### src/rtl/dring_pkg.sv
// Package: shared ring constants, types and helper functions for the
// decimal ring accumulator. Assumes decimal digits (ten stages per ring).
package dring_pkg;
    localparam int RING_LEN = 10;
    localparam int BCD_W    = 4;
    localparam int MAX_STEP = RING_LEN - 1;

    typedef logic [RING_LEN-1:0] ring_t;
    typedef logic [BCD_W-1:0]    bcd_t;

    localparam ring_t RING_ZERO = ring_t'(1);

    // True when exactly one stage of the ring is active
    function automatic logic ring_legal(input ring_t r);
        return (r != '0) && ((r & (r - ring_t'(1))) == '0);
    endfunction

    // Index of the active stage, assuming the ring is legal
    function automatic bcd_t ring_to_bcd(input ring_t r);
        bcd_t v;
        v = '0;
        for (int k = 0; k < RING_LEN; k++) begin
            if (r[k]) v = bcd_t'(k);
        end
        return v;
    endfunction

    // Clamp an addend digit code to the largest legal step count
    function automatic bcd_t step_sat(input bcd_t a);
        return (a > bcd_t'(MAX_STEP)) ? bcd_t'(MAX_STEP) : a;
    endfunction
endpackage

### src/rtl/dring_digit.sv
// Module: one decimal digit held as a ten-stage one-hot ring.
// On load it takes a step count (clamped to 9) and rotates one stage per
// clock until the count is spent, then applies one queued carry step.
// Assumes at most one carry arrives per operation (10 steps wrap once).
module dring_digit
    import dring_pkg::*;
(
    input  logic  clk,
    input  logic  rst_n,
    input  logic  load_i,
    input  bcd_t  add_i,
    input  logic  carry_i,
    output ring_t ring_o,
    output bcd_t  bcd_o,
    output logic  carry_o,
    output logic  idle_o,
    output logic  bad_o
);
    ring_t ring_q;
    bcd_t  cnt_q;
    logic  pend_q;
    logic  legal;
    logic  own_step;
    logic  carry_step;
    logic  step;

    // Decode the stepping decision for this cycle
    always_comb begin
        legal      = ring_legal(ring_q);
        own_step   = (cnt_q != '0);
        carry_step = !own_step && pend_q;
        step       = own_step || carry_step;
    end

    // Ring register: reset to zero, repair when illegal, else rotate
    always_ff @(posedge clk) begin
        if (!rst_n) begin
            ring_q <= RING_ZERO;
        end else if (!legal) begin
            ring_q <= RING_ZERO;
        end else if (step) begin
            ring_q <= {ring_q[RING_LEN-2:0], ring_q[RING_LEN-1]};
        end
    end

    // Own step counter: load clamped addend, count down to zero
    always_ff @(posedge clk) begin
        if (!rst_n) begin
            cnt_q <= '0;
        end else if (load_i) begin
            cnt_q <= step_sat(add_i);
        end else if (own_step) begin
            cnt_q <= cnt_q - bcd_t'(1);
        end
    end

    // Queued carry: set by the lower digit, cleared when applied
    always_ff @(posedge clk) begin
        if (!rst_n) begin
            pend_q <= 1'b0;
        end else begin
            pend_q <= (pend_q && !carry_step) || carry_i;
        end
    end

    // Outputs: carry on a 9-to-0 step, idle when nothing is left to do
    always_comb begin
        carry_o = step && legal && ring_q[RING_LEN-1];
        idle_o  = !own_step && !pend_q;
        bad_o   = !legal;
        ring_o  = ring_q;
        bcd_o   = ring_to_bcd(ring_q);
    end
endmodule

### src/rtl/dring_seq.sv
// Module: operation sequencer and sticky flags for the ring accumulator.
// Accepts a start only when idle, holds busy until every digit reports
// idle, and keeps the overflow and illegal-ring flags until reset.
module dring_seq (
    input  logic clk,
    input  logic rst_n,
    input  logic start_i,
    input  logic all_idle_i,
    input  logic top_carry_i,
    input  logic any_bad_i,
    output logic accept_o,
    output logic busy_o,
    output logic ovf_o,
    output logic err_o
);
    logic busy_q;
    logic ovf_q;
    logic err_q;

    // Accept a start only while no operation is running
    always_comb begin
        accept_o = start_i && !busy_q;
    end

    // Busy: set on an accepted start, cleared once all digits are idle
    always_ff @(posedge clk) begin
        if (!rst_n) begin
            busy_q <= 1'b0;
        end else if (accept_o) begin
            busy_q <= 1'b1;
        end else if (all_idle_i) begin
            busy_q <= 1'b0;
        end
    end

    // Sticky flags: overflow out of the top digit and illegal rings
    always_ff @(posedge clk) begin
        if (!rst_n) begin
            ovf_q <= 1'b0;
            err_q <= 1'b0;
        end else begin
            ovf_q <= ovf_q || top_carry_i;
            err_q <= err_q || any_bad_i;
        end
    end

    assign busy_o = busy_q;
    assign ovf_o  = ovf_q;
    assign err_o  = err_q;
endmodule

### src/rtl/dring_accum.sv
// Module: top of the multi-digit one-hot decimal ring accumulator.
// Instantiates one ring per digit, chains the carry pulses from digit 0
// upward, and gathers idle, overflow and error conditions for the sequencer.
module dring_accum
    import dring_pkg::*;
#(
    parameter int NUM_DIGITS = 4
) (
    input  logic                           clk,
    input  logic                           rst_n,
    input  logic                           start_i,
    input  logic [BCD_W*NUM_DIGITS-1:0]    addend_i,
    output logic [RING_LEN*NUM_DIGITS-1:0] ring_o,
    output logic [BCD_W*NUM_DIGITS-1:0]    bcd_o,
    output logic                           busy_o,
    output logic                           ovf_o,
    output logic                           err_o
);
    localparam int ADD_W  = BCD_W * NUM_DIGITS;
    localparam int RING_W = RING_LEN * NUM_DIGITS;

    logic [NUM_DIGITS:0]   carry;
    logic [NUM_DIGITS-1:0] idle;
    logic [NUM_DIGITS-1:0] bad;
    logic                  accept;
    logic                  all_idle;
    logic                  any_bad;

    assign carry[0] = 1'b0;

    // One ring per digit, each fed by the carry of the digit below
    for (genvar d = 0; d < NUM_DIGITS; d++) begin : g_digit
        dring_digit u_digit (
            .clk     (clk),
            .rst_n   (rst_n),
            .load_i  (accept),
            .add_i   (addend_i[BCD_W*d +: BCD_W]),
            .carry_i (carry[d]),
            .ring_o  (ring_o[RING_LEN*d +: RING_LEN]),
            .bcd_o   (bcd_o[BCD_W*d +: BCD_W]),
            .carry_o (carry[d+1]),
            .idle_o  (idle[d]),
            .bad_o   (bad[d])
        );
    end

    // Reduce per-digit status for the sequencer
    always_comb begin
        all_idle = &idle;
        any_bad  = |bad;
    end

    dring_seq u_seq (
        .clk         (clk),
        .rst_n       (rst_n),
        .start_i     (start_i),
        .all_idle_i  (all_idle),
        .top_carry_i (carry[NUM_DIGITS]),
        .any_bad_i   (any_bad),
        .accept_o    (accept),
        .busy_o      (busy_o),
        .ovf_o       (ovf_o),
        .err_o       (err_o)
    );

    if (ADD_W != BCD_W * NUM_DIGITS || RING_W != RING_LEN * NUM_DIGITS) begin : g_bad_cfg
        $error("width derivation mismatch");
    end
endmodule

### config.mk
export PLATFORM = sky130hd
export DESIGN_NAME = dring_accum
export DESIGN_NICKNAME = d
export VERILOG_FILES = /design/src/rtl/dring_pkg.sv /design/src/rtl/dring_digit.sv /design/src/rtl/dring_seq.sv /design/src/rtl/dring_accum.sv
export SDC_FILE = /design/constraint.sdc
export NUM_CORES = 1
export LEC_CHECK = 0
export BUFFER_PORTS_ARGS = -buffer_cell sky130_fd_sc_hd__clkbuf_2
export CAP_MARGIN = 20
export CORE_MARGIN = 2
export CORE_UTILIZATION = 50
export CTS_CLUSTER_SIZE = 25
export DETAILED_ROUTE_END_ITERATION = 7
export PLACE_DENSITY = 0.78
export SYNTH_ARGS = -nofsm -noshare
export SYNTH_HDL_FRONTEND = slang
export SYNTH_HIERARCHICAL = 1
export SYNTH_SLANG_ARGS = --single-unit
### constraint.sdc
create_clock -name clk -period 2.4 [get_ports clk]
set_input_delay 0.12 -clock clk [delete_from_list [all_inputs] [get_ports clk]]
set_output_delay 0.12 -clock clk [all_outputs]
set_load 0.01 [all_outputs]
Word level (Yosys, flattened, before mapping)
Cells that the tools add are included.
{"block": "word_totals", "input_bits": 19, "reg_bits": 63, "word_cells": 155, "output_inout_bits": 59}
{"block": "classes", "addsub": 8, "n_reduce_logical": 74, "n_lt_le_gt_ge": 4, "n_mux": 50, "n_bitwise": 4}
{"cell": "$mux W4", "count": 20}
{"cell": "$mux W3", "count": 16}
{"cell": "$and A10 B10 Y10", "count": 4}
{"cell": "$logic_not A10 Y1", "count": 4}
{"cell": "$reduce_bool A10 Y1", "count": 4}
{"cell": "$sub A10 B1 Y10 const B", "count": 4}
{"cell": "$logic_and A1 B1 Y1", "count": 25}
{"cell": "$logic_not A1 Y1", "count": 17}
{"cell": "$gt A4 B4 Y1 const B", "count": 4}
{"cell": "$mux W2", "count": 8}
{"cell": "$reduce_bool A4 Y1", "count": 4}
{"cell": "$sub A4 B1 Y4 const B", "count": 4}
{"cell": "$reduce_bool A2 Y1", "count": 5}
{"cell": "$logic_or A1 B1 Y1", "count": 9}
{"cell": "$reduce_and A2 Y1", "count": 4}
{"cell": "$mux W1", "count": 6}
{"cell": "$reduce_and A4 Y1", "count": 1}
{"cell": "$reduce_or A4 Y1", "count": 1}

Longest topological paths before layout
{"block": "depth", "word_depth": 9, "ltp_mapped": 10, "ltp_nobuf": 8}

Cells and area by module
Netlist, hierarchy kept.
{"mod": "dring_digit", "cells_each": 102, "n_inst": 4, "seq_area_each_um2": 300.3, "area_per_inst_um2": 900.9}
{"mod": "dring_seq", "cells_each": 8, "n_inst": 1, "seq_area_each_um2": 60.1, "area_per_inst_um2": 102.6}
{"mod": "dring_accum", "cells_each": 3, "n_inst": 1, "seq_area_each_um2": 0.0, "area_per_inst_um2": 20.0}

Worst setup path before layout
No wires, ideal clock.
{"block": "synth_timing", "path_type": "reg-to-reg", "startpoint": "register g_digit[1].u_digit.ring_q[4]", "endpoint": "register u_seq.err_q, in the netlist u_seq/err_o", "setup_slack_ns": 0.082, "arrival_time_ns": 2.203, "required_ns": 2.285, "synth_period_minus_slack_ns": 2.318, "path_stages_with_launch": 9, "n_path_buf": 1, "setup_ns": 0.115, "path_cell_list": "dfxtp_1 -> buf_6 -> or4_1 -> a21oi_1 -> o21ai_1 -> nor2_1 -> inv_1 -> or4_1 -> o21a_1"}
{"block": "synth_via", "elab_chain_cells": 7, "word_cells_on_any_way": 8, "cone_classes": "add/sub (1); bitwise (1); reduce/logical (6)"}
{"item": "start: declaration", "line_no": "dring_digit.sv:19", "text": "ring_t ring_q;"}
{"item": "start signal: assignment", "line_no": "dring_digit.sv:42", "text": "ring_q <= {ring_q[RING_LEN-2:0], ring_q[RING_LEN-1]};"}
{"item": "$sub A10 B1 Y10", "line_no": "dring_pkg.sv:15", "text": "return (r != '0) && ((r & (r - ring_t'(1))) == '0);"}
{"item": "$and A10 B10 Y10", "line_no": "dring_pkg.sv:15"}
{"item": "$logic_not A10 Y1", "line_no": "dring_pkg.sv:15"}
{"item": "$logic_and A1 B1 Y1 *", "line_no": "dring_pkg.sv:15"}
{"item": "$logic_not A1 Y1 *"}
{"item": "named net bad[1]", "line_no": "dring_accum.sv:24", "text": "logic [NUM_DIGITS-1:0] bad;"}
{"item": "$reduce_or A4 Y1 *", "line_no": "dring_accum.sv:50", "text": "any_bad = |bad;"}
{"item": "named net any_bad", "line_no": "dring_accum.sv:27", "text": "logic any_bad;"}
{"item": "$logic_or A1 B1 Y1 *", "line_no": "dring_seq.sv:43", "text": "err_q <= err_q || any_bad_i;"}
{"item": "end signal: assignment", "line_no": "dring_seq.sv:43"}
{"item": "end: declaration", "line_no": "dring_seq.sv:18", "text": "logic err_q;"}
The timed path passes the listed nets; every way through them passes the cells marked *.
A chain may end at the register's enable or synchronous reset.

Worst setup path in the final report
{"block": "layout_timing", "startpoint": "register g_digit[1].u_digit.ring_q[3]", "endpoint": "register u_seq.err_q, in the netlist u_seq/err_o"}
The elaborated chain is that of the path after synthesis.

==> key figures <==
Die
  • Ports: ~80
  • Core footprint: approximately 7300 um^2
  • Die height: 90.33 um
  • Die W: 90.33 um
  • Initial Utilization: 0.5137
  • Die Area: 8159 um^2
  • Row count: 31

Worst setup path
  • CP arrival: around 2500 ps
  • Top delay family on crit path: simple AND/OR/NAND/NOR gates
  • Worst Path Required: about 2600 ps
  • CP cell instances: or4_4 -> a221oi_2 -> a22oi_2 -> nor2_2 -> inv_1 -> or4_1 -> o21a_1
  • Worst setup SP type: register
  • WS Path Type: reg -> reg
  • R2R depth: 7
  • Crit path capture type: register
  • Highest net fanout along the worst path: 3
  • Slowest Stage Delay on Critical Path: 560 ps
  • CP Depth: 7
  • Slowest cell on crit path: or4_4
  • Critical path buffers and inverters: 1

Logic synthesis
  • Synthesized area: roughly 3700 um^2
  • #FFs+latches synth: 63
  • Count leader, synth: dfxtp_1
  • Seq/Total Area, Yosys: 0.3385
  • Post-synth top cells: 63 x dfxtp_1, 36 x mux2i_1, 32 x nor2_1, 32 x nor4b_1
  • Post-Synthesis Cells: 419
  • Post-synth top area cell: dfxtp_1
  • EDFF count, synth: 0
  • Ys async rst share: 0
  • Syn nets: 446
  • Yosys Warn Count: 6
  • Prevailing post-synth register cell: dfxtp_1
  • Top cells by area, synth: dfxtp_1 34%, mux2i_1 9.7%, nor4b_1 7.5%
  • Top cell type's share of synthesized area: 0.3385
  • Mean post-synth cell area: between 8 and 9 um^2
  • Netlist cell types: 40

Cells and area
  • Share of cells above drive strength 1: 0.3008
  • # nets final: 544
  • Antenna Cells: 0
  • Final Instance Area: roughly 4600 um^2
  • Fill cells: about 630
  • Synthesis-to-finish area growth: 22.60%

Power
  • Internal power: ~2.7 mW
  • Leak pwr: 2.056 nW
  • Psw: ~1.6 mW
  • Clk pwr share: 0.233
  • Switching Fraction: 0.3731
  • Gate power share: 0.457
  • Maximum VDD drop: 497.9 uV
  • Cell Pwr Density: 931.7 nW/um^2
  • Share of power burned in registers: 0.310

Timing
  • Setup TNS: 0 ps
  • Max Transition Viols Final: 0
  • Crit share post-route: 0.9532
  • RSZ-0062 raised after global routing: false
  • Clock skew: 12.34 ps
  • Final setup vio count: 0
  • Hold slack: roughly 55 ps
  • Slew margin rel.: 0.3176
  • Fmax: between 400 and 500 MHz
  • Tightest Pin Transition: 1024 ps
  • Final Hold Violating Endpoints: 0
  • Fin crit period: between 2000 and 2500 ps

Drt
  • Vias: approximately 3500
  • Vias per Instance: between 5 and 6
  • Total wire length: 8658 um
  • Post-DRT Antenna Nets: 0
  • WL/cell: about 14 um
  • DRC viols: 0
  • Starting DRT DRC Count: roughly 250
  • 1st-pass router iterations: 4

Global routing
  • Largest net degree at the start of global routing: 64
  • Global-route wire length before repair: approximately 15000 um
  • GRT overflow: 0
  • Gr usage total: 0.2175
  • Vias in the first global route: 3266
  • Initial antenna violation count: 0

Clock tree
  • Clock Latency Late Sink: around 340 ps
  • TritonCTS clock tree: built
  • Clock buffer depth: 2
  • CTS root buffer: clkbuf_8
  • CTS buffer count: 9
  • Clock transition at path regs: around 80 ps
  • CTS H-tree lvls: 3
  • TritonCTS Sinks: 63

Place
  • DP Area: approximately 4400 um^2
  • RePlAce Congestion: between 0.8 and 0.9
  • Buffers on Ports: 77
  • Hpwl dp: roughly 6100 um

Job
  • Max-cap violations: 0

Worst hold path
  • Hold depth: 3
  • Worst Hold Class: in -> reg

Outcome
  • Status: finished clean
-- flip-flops by register name (all words and copies together) (netlist names) --
signal / flops
g_digit.u_digit/ring_o: 40
g_digit.u_digit/cnt_q: 16
g_digit.u_digit/pend_q: 4
u_seq/busy_o: 1
u_seq/err_o: 1
u_seq/ovf_o: 1
-- final timing paths --
path | slack [ps] | start | to
worst max-delay path | 110 | g_digit[1].u_digit/ring_o[3] | u_seq/err_o
worst min-delay path | 60 | addend_i[13] | g_digit[3].u_digit/cnt_q[1]
worst max register to register | 110 | g_digit[1].u_digit/ring_o[3] | u_seq/err_o
worst min register to register | 460 | u_seq/ovf_o | u_seq/ovf_o
-- layout by cell type, fill, tap and decap left out, types with 5 or more instances in the layout --
master / count
clkbuf_2: 77
dfxtp_1: 63
mux2i_1: 36
buf_4: 34
nor4b_1: 32
nor2_1: 30
inv_1: 28
a21oi_1: 28
o21ai_0: 24
nand3b_1: 12
or4_1: 9
clkbuf_8: 9
or3_1: 8
o21bai_1: 8
o21ai_1: 8
nor3_1: 8
o211a_1: 8
and2_1: 8
mux2_2: 8
ha_1: 8
nor2_2: 6
nor2b_1: 5
-- through the flow --
stage / setup WS, ps / util / std cells / power, mW
4_1_cts: 92.89 / 0.6291 / 621 / 4.260
3_5_place_dp: 117.5 / 0.5998 / 605 / 3.259
5_1_grt: 19.19 / 0.6298 / 621 / 4.552
2_1_floorplan: 82.12 / - / 419 / 2.657
6_report: 112.2 / 0.6298 / 621 / 4.256
3_3_place_gp: 198.7 / 0.5998 / 605 / 3.197
-- worst register-to-register path, stage by stage (launching register included) --
cell and delay, ps:
dfxtp_1 320, or4_4 560, a221oi_2 240, a22oi_2 140, nor2_2 170, inv_1 50
or4_1 520, o21a_1 190
-- cell type report --
class,instances,area (um^2),area share
clock inverter,6,85.08,0.01863
sequential,63,1261,0.2761
multi-input combinational,304,2225,0.4870
clock buffer,10,127.6,0.02794
tap,99,123.9,0.02712
inverter,28,105.1,0.02301
timing repair buffer,111,640.6,0.1402
-- repair_timing --
action | in CTS | in global routing
buffers inserted | 0 | 0
endpoints found under the setup margin | 0 | 1
gates resized for setup | 0 | 2
hold buffers | 0 | 0
-- logic make-up (layout without fill, tap and decap cells) --
logic type      count (synthesis)  after routing  share of synthesized area
fa+ha+maj                       8              8                    0.02686
flops                          63             63                     0.3385
xor+xnor                        4              4                   0.009401
simple gates                  148            148                     0.2582
buf+inv                        52            155                    0.06581
mux                            44             44                     0.1209
compound gates                 99             99                     0.1793
other cells                     1              1                   0.001006
-- per-layer routing --
metal  track usage  up-vias  routed length, um
li1              -     1739                  -
met1        0.2743     1640               4161
met2        0.3690       80               4080
met3       0.05259        4                367
met4       0.06538        0                 49
met5             0        -                  0
-- power groups by stage --
| stage | logic [mW] | registers (mW) | clock network [mW] |
|---|---|---|---|
| after floorplan | 1.26 | 1.40 | 0 |
| after global routing | 2.15 | 1.34 | 1.06 |
| after detailed placement | 1.92 | 1.34 | 0 |
| after CTS | 1.93 | 1.32 | 1.02 |
| after global placement | 1.87 | 1.33 | 0 |
| final | 1.95 | 1.32 | 0.991 |
Note: power is estimated with default switching activity, not from simulation.
